$ cat src/rtl/enh_pixel_mod.sv
module enh_pixel_mod #(
  parameter int PW = 8,
  parameter int FW = 10,
  parameter int FRAC = 9,
  parameter int SB = 3
) (
  input  logic            clk,
  input  logic            rst_n,
  input  logic            vblank_tick,
  input  logic            func_ie,
  input  logic            idx_clr,
  input  logic            wr_en,
  input  logic [FW-1:0]   wr_data,
  input  logic            mode_add,
  input  logic            table_en,
  input  logic            pix_valid,
  input  logic [3*PW-1:0] pix_rgb,
  output logic            out_valid,
  output logic [3*PW-1:0] out_rgb
);
  localparam int NE = (1 << (PW - SB)) + 1;
  localparam int IW = $clog2(NE + 1);
  localparam int MW = FW + SB + 1;
  localparam logic [IW-1:0] NE_I = IW'(NE);
  localparam logic [FW-1:0] UNITY = FW'(1 << FRAC);
  localparam logic [PW-1:0] PMAX = {PW{1'b1}};

  logic [FW-1:0] tbl [NE];
  logic [IW-1:0] wr_idx;
  logic          ie_ready;
  logic          wr_ok;

  assign wr_ok = wr_en && func_ie && ie_ready && !idx_clr && (wr_idx < NE_I);

  always_ff @(posedge clk) begin
    if (!rst_n)           ie_ready <= 1'b0;
    else if (!func_ie)    ie_ready <= 1'b0;
    else if (vblank_tick) ie_ready <= 1'b1;
  end

  always_ff @(posedge clk) begin
    if (!rst_n) begin
      wr_idx <= '0;
      for (int i = 0; i < NE; i++) tbl[i] <= UNITY;
    end else if (idx_clr) begin
      wr_idx <= '0;
    end else if (wr_ok) begin
      tbl[wr_idx] <= wr_data;
      wr_idx <= wr_idx + 1'b1;
    end
  end

  logic [PW-1:0] ch_r, ch_g, ch_b, vmax;
  assign ch_r = pix_rgb[3*PW-1 -: PW];
  assign ch_g = pix_rgb[2*PW-1 -: PW];
  assign ch_b = pix_rgb[PW-1 -: PW];
  assign vmax = (ch_r >= ch_g && ch_r >= ch_b) ? ch_r : (ch_g >= ch_b) ? ch_g : ch_b;

  logic [IW-1:0] lo_idx, hi_idx;
  logic [SB:0]   w_hi, w_lo;
  logic [MW-1:0] mix;
  logic [FW-1:0] blend;
  assign lo_idx = IW'(vmax >> SB);
  assign hi_idx = lo_idx + 1'b1;
  assign w_hi   = {1'b0, vmax[SB-1:0]};
  assign w_lo   = (SB+1)'(1 << SB) - w_hi;
  assign mix    = MW'(tbl[lo_idx]) * MW'(w_lo) + MW'(tbl[hi_idx]) * MW'(w_hi);
  assign blend  = mix[SB +: FW];

  logic            s1_valid, s1_en, s1_add;
  logic [3*PW-1:0] s1_rgb;
  logic [FW-1:0]   s1_f;

  always_ff @(posedge clk) begin
    if (!rst_n) begin
      s1_valid <= 1'b0; s1_en <= 1'b0; s1_add <= 1'b0;
      s1_rgb <= '0; s1_f <= '0;
    end else begin
      s1_valid <= pix_valid; s1_en <= table_en; s1_add <= mode_add;
      s1_rgb <= pix_rgb; s1_f <= blend;
    end
  end

  function automatic logic [PW-1:0] shade(input logic [PW-1:0] ch, input logic [FW-1:0] f,
                                          input logic add);
    logic [PW+FW-1:0] prod;
    logic [PW:0]      sum;
    prod = ((PW+FW)'(ch) * (PW+FW)'(f)) >> FRAC;
    sum  = {1'b0, ch} + {1'b0, f[FW-1 -: PW]};
    if (add) return sum[PW] ? PMAX : sum[PW-1:0];
    return (|prod[PW+FW-1:PW]) ? PMAX : prod[PW-1:0];
  endfunction

  logic [3*PW-1:0] s2_rgb;
  for (genvar c = 0; c < 3; c++) begin : g_chan
    assign s2_rgb[c*PW +: PW] = s1_en ? shade(s1_rgb[c*PW +: PW], s1_f, s1_add)
                                      : s1_rgb[c*PW +: PW];
  end

  always_ff @(posedge clk) begin
    if (!rst_n) begin
      out_valid <= 1'b0; out_rgb <= '0;
    end else begin
      out_valid <= s1_valid; out_rgb <= s2_rgb;
    end
  end

  p_idx_bound_r4: assert property (@(posedge clk) disable iff (!rst_n) wr_idx <= NE_I);
  p_drop_early_r2: assert property (@(posedge clk) disable iff (!rst_n)
    (wr_en && !ie_ready && !idx_clr) |=> $stable(wr_idx));
  p_step_r4: assert property (@(posedge clk) disable iff (!rst_n)
    (wr_en && func_ie && ie_ready && !idx_clr && wr_idx < NE_I) |=> wr_idx == $past(wr_idx) + 1'b1);
  p_tc_rearm_r10: assert property (@(posedge clk) disable iff (!rst_n) !func_ie |=> !ie_ready);
  p_latency_r9: assert property (@(posedge clk) disable iff (!rst_n) pix_valid |-> ##2 out_valid);
  p_idle_r9: assert property (@(posedge clk) disable iff (!rst_n) !pix_valid |-> ##2 !out_valid);
  p_bypass_r8: assert property (@(posedge clk) disable iff (!rst_n)
    (pix_valid && !table_en) |-> ##2 (out_rgb == $past(pix_rgb, 2)));
endmodule

$ cat config.mk
export PLATFORM = sky130hd
export DESIGN_NAME = enh_pixel_mod
export DESIGN_NICKNAME = d
export VERILOG_FILES = /design/src/rtl/enh_pixel_mod.sv
export SDC_FILE = /design/constraint.sdc
export NUM_CORES = 2
export LEC_CHECK = 0
export BUFFER_PORTS_ARGS = -buffer_cell sky130_fd_sc_hd__clkbuf_2
export CAP_MARGIN = 20
export CORE_UTILIZATION = 30
export CTS_BUF_LIST = sky130_fd_sc_hd__clkbuf_4 sky130_fd_sc_hd__clkbuf_8 sky130_fd_sc_hd__clkbuf_16
export DETAILED_ROUTE_END_ITERATION = 10
export HOLD_SLACK_MARGIN = 0.12
export PLACE_DENSITY = 0.5
export SLEW_MARGIN = 10
export SYNTH_ARGS = -nofsm -noshare
export SYNTH_HDL_FRONTEND = slang
export SYNTH_SLANG_ARGS = --single-unit
export TNS_END_PERCENT = 30
$ cat constraint.sdc
create_clock -name clk -period 13.3 [get_ports clk]
set_input_delay 1.995 -clock clk [delete_from_list [all_inputs] [get_ports clk]]
set_output_delay 1.995 -clock clk [all_outputs]
set_load 0.05 [all_outputs]
==> metrics.yaml <==
outcome:
  status: "finished, final reports clean"
global_routing:
  first_global_vias: 22300
  antenna_found_initial: 1
  grt_pass1_wl_um: 148000
  overflow: 0
  grt_max_degree: 103
  grtUsageTotal: 0.175
sta:
  grt_setup_unrepaired: "no"
  finalCriticalPeriod_ps: 10130
  drv_slew: 0
  setup_viol: 0
  setup_tns_ps: 0
  slew_headroom: 0.217
  max_freq_mhz: 98.7
  worstMarginPinSlew_ps: 1170
  fin_crit_sh: 0.762
  finClkSkew_ps: 31.2
  timing.final.ws_setup_ps: 3170
  hold_violations: 0
detailed_routing:
  routedWlPerCell_um: 22.1
  routed_wirelength_um: 98200
  drt_first_iter_violations: 1676
  via_per_inst: 4.93
  ant_nets: 0
  vias: 21900
  drc: 0
  dr.pass1.iters: 5
clock_network:
  clkSinkCount: 481
  post_cts_resized: 0
  ctsRootBufferMaster: "clkbuf_16"
  htreeDepth: 2
  worst_skew_pair.late_latency_ps: 670
  cts_buffers: 58
  clk_transition_reported_paths_ps: 60
  cts.path.max_buffers: 3
  cts_tree: "built"
  post_cts_buffers: 0
  cts_hold_buf: 0
floorplanning:
  die_w_um: 338
  initial_core_util: 0.304
  die_y_um: 338
  io_pins: 68
  design.core.area_um2: 111000
  num_rows: 122
  dieArea_um2: 114000
layout:
  area_growth_pct: 12.7
  finalInstanceArea_um2: 38100
  fin_nets: 3311
  layout-drive-gt1-share: 0.159
yosys:
  synth_edf_count: 412
  netlist_instances: 2830
  yosys_register_bits: 481
  synth_async_sr_flop_share: 0
  syn_area_per_cell_um2: 12.0
  ys_seq_area_frac: 0.407
  ys.flop_type: "edfxtp_1"
  synth.cell_area_um2: 33800
  ys_types: 79
  yosys_warnings: 0
setup_path:
  required_ps: 13840
  criticalPathCategory: "in2reg"
  path_max_fanout: 60
  crit_path_end_kind: "flip-flop"
  cp_slowest_cell: "buf_4"
  slowest_delay_ps: 790
  critPathArrivalTime_ps: 10670
  critPathMostFrequentCell: "fa_1"
  start_kind: "primary input"
  r2r_setup_slack_ps: 7060
power:
  ir_worst_vdd_mv: 0.160
  power_density_nw_per_um2: 174
  power_leakage_nw: 15.2
run:
  drv_cap: 0
placed_design:
  port_buffers: 67
  placed_cell_area_um2: 36100
  gp_congestion: 0.857
  dp.final_hpwl_um: 68900
  dp_slack_ps: 2490
min_path:
  hold_class: "reg2reg"
-- registers in the layout (all words and copies together), names as in the netlist --
name       flops
s1_rgb        24
s1_add         1
tbl          412
out_valid      1
s1_en          1
wr_idx         6
s1_valid       1
s1_f          10
out_rgb       24
ie_ready       1
-- cell usage after synthesis, types with 69 or more instances --
cell type | n | area share
clkbuf_1 | 140 | 0.016
mux2i_1 | 71 | 0.021
ha_1 | 177 | 0.065
edfxtp_1 | 412 | 0.37
nand2_1 | 251 | 0.028
and2_1 | 426 | 0.079
fa_1 | 186 | 0.11
inv_1 | 265 | 0.029
nor2_1 | 112 | 0.012
o21ai_0 | 91 | 0.013
dfxtp_1 | 69 | 0.041
mux4_2 | 187 | 0.12
-- per-stage QoR --
step           hold WS (ps)  instances   util  power [W]
6_report                441       4442  0.343    0.00663
5_1_grt                 457       4440  0.343    0.00712
4_1_cts                 446       4437  0.342    0.00672
3_5_place_dp            432       4330  0.324    0.00501
3_3_place_gp            428       4330  0.324    0.00498
2_1_floorplan           412       2881      -    0.00417
-- final cells by class --
class,instances,area [µm²]
Antenna cell,2,5.00
Clock buffer,71,1550
Clock inverter,36,449
Fill cell,11000,73200
Inverter,268,1010
Multi-Input combinational cell,1957,18600
Sequential cell,481,13800
Tap cell,1488,1860
Timing Repair Buffer,139,917
-- layout by cell type (no fill, tap or decap), drive strengths merged, types with 23 or more instances in the layout --
cell,count
a21oi,47
and2,427
buf,73
clkbuf,137
clkinv,24
conb,52
dfxtp,69
edfxtp,412
fa,186
ha,177
inv,270
mux2i,74
mux4,189
nand2,251
nor2,113
nor2b,29
o21ai,94
or3,37
xnor2,41
xor2,23
-- per-layer routing --
metal / share of wire / global-route usage
met4: 0.021 / 0.0412
met5: 0 / 0
met2: 0.48 / 0.293
met3: 0.046 / 0.0255
met1: 0.45 / 0.238
-- worst paths after layout --
path              startpoint   endpoint  depth (start not counted)
setup reg to reg  tbl[27][2]    s1_f[9]                         20
setup / recovery  pix_rgb[7]    s1_f[9]                         30
hold reg to reg     s1_valid  out_valid                          1
hold / removal      s1_valid  out_valid                          1
-- kinds of logic (layout without fill, tap and decap cells) --
group           Yosys count  after routing  synth area share
mux                     267            267             0.150
simple gates            962            962             0.152
xor+xnor                 64             64            0.0170
buf+inv                 443            514            0.0512
other cells               1             54          0.000111
flops                   481            481             0.407
fa+ha+maj               363            363             0.176
compound gates          249            249            0.0475
-- critical path, delay by kind of cell --
family	cells	cell delay [ps]
compound gates	7	2400
fa+ha+maj	6	2610
buf+inv	7	1550
mux	3	930
simple gates	7	1140
-- power by group --
| group | leakage [nW] | internal, W | switching (W) |
|---|---|---|---|
| clock network | 0.993 | 0.00100 | 0.000685 |
| logic | 9.67 | 0.00134 | 0.00180 |
| registers | 4.54 | 0.00173 | 0.0000606 |
| total | 15.2 | 0.00408 | 0.00255 |
No activity file was read; power rests on OpenSTA's default activity.
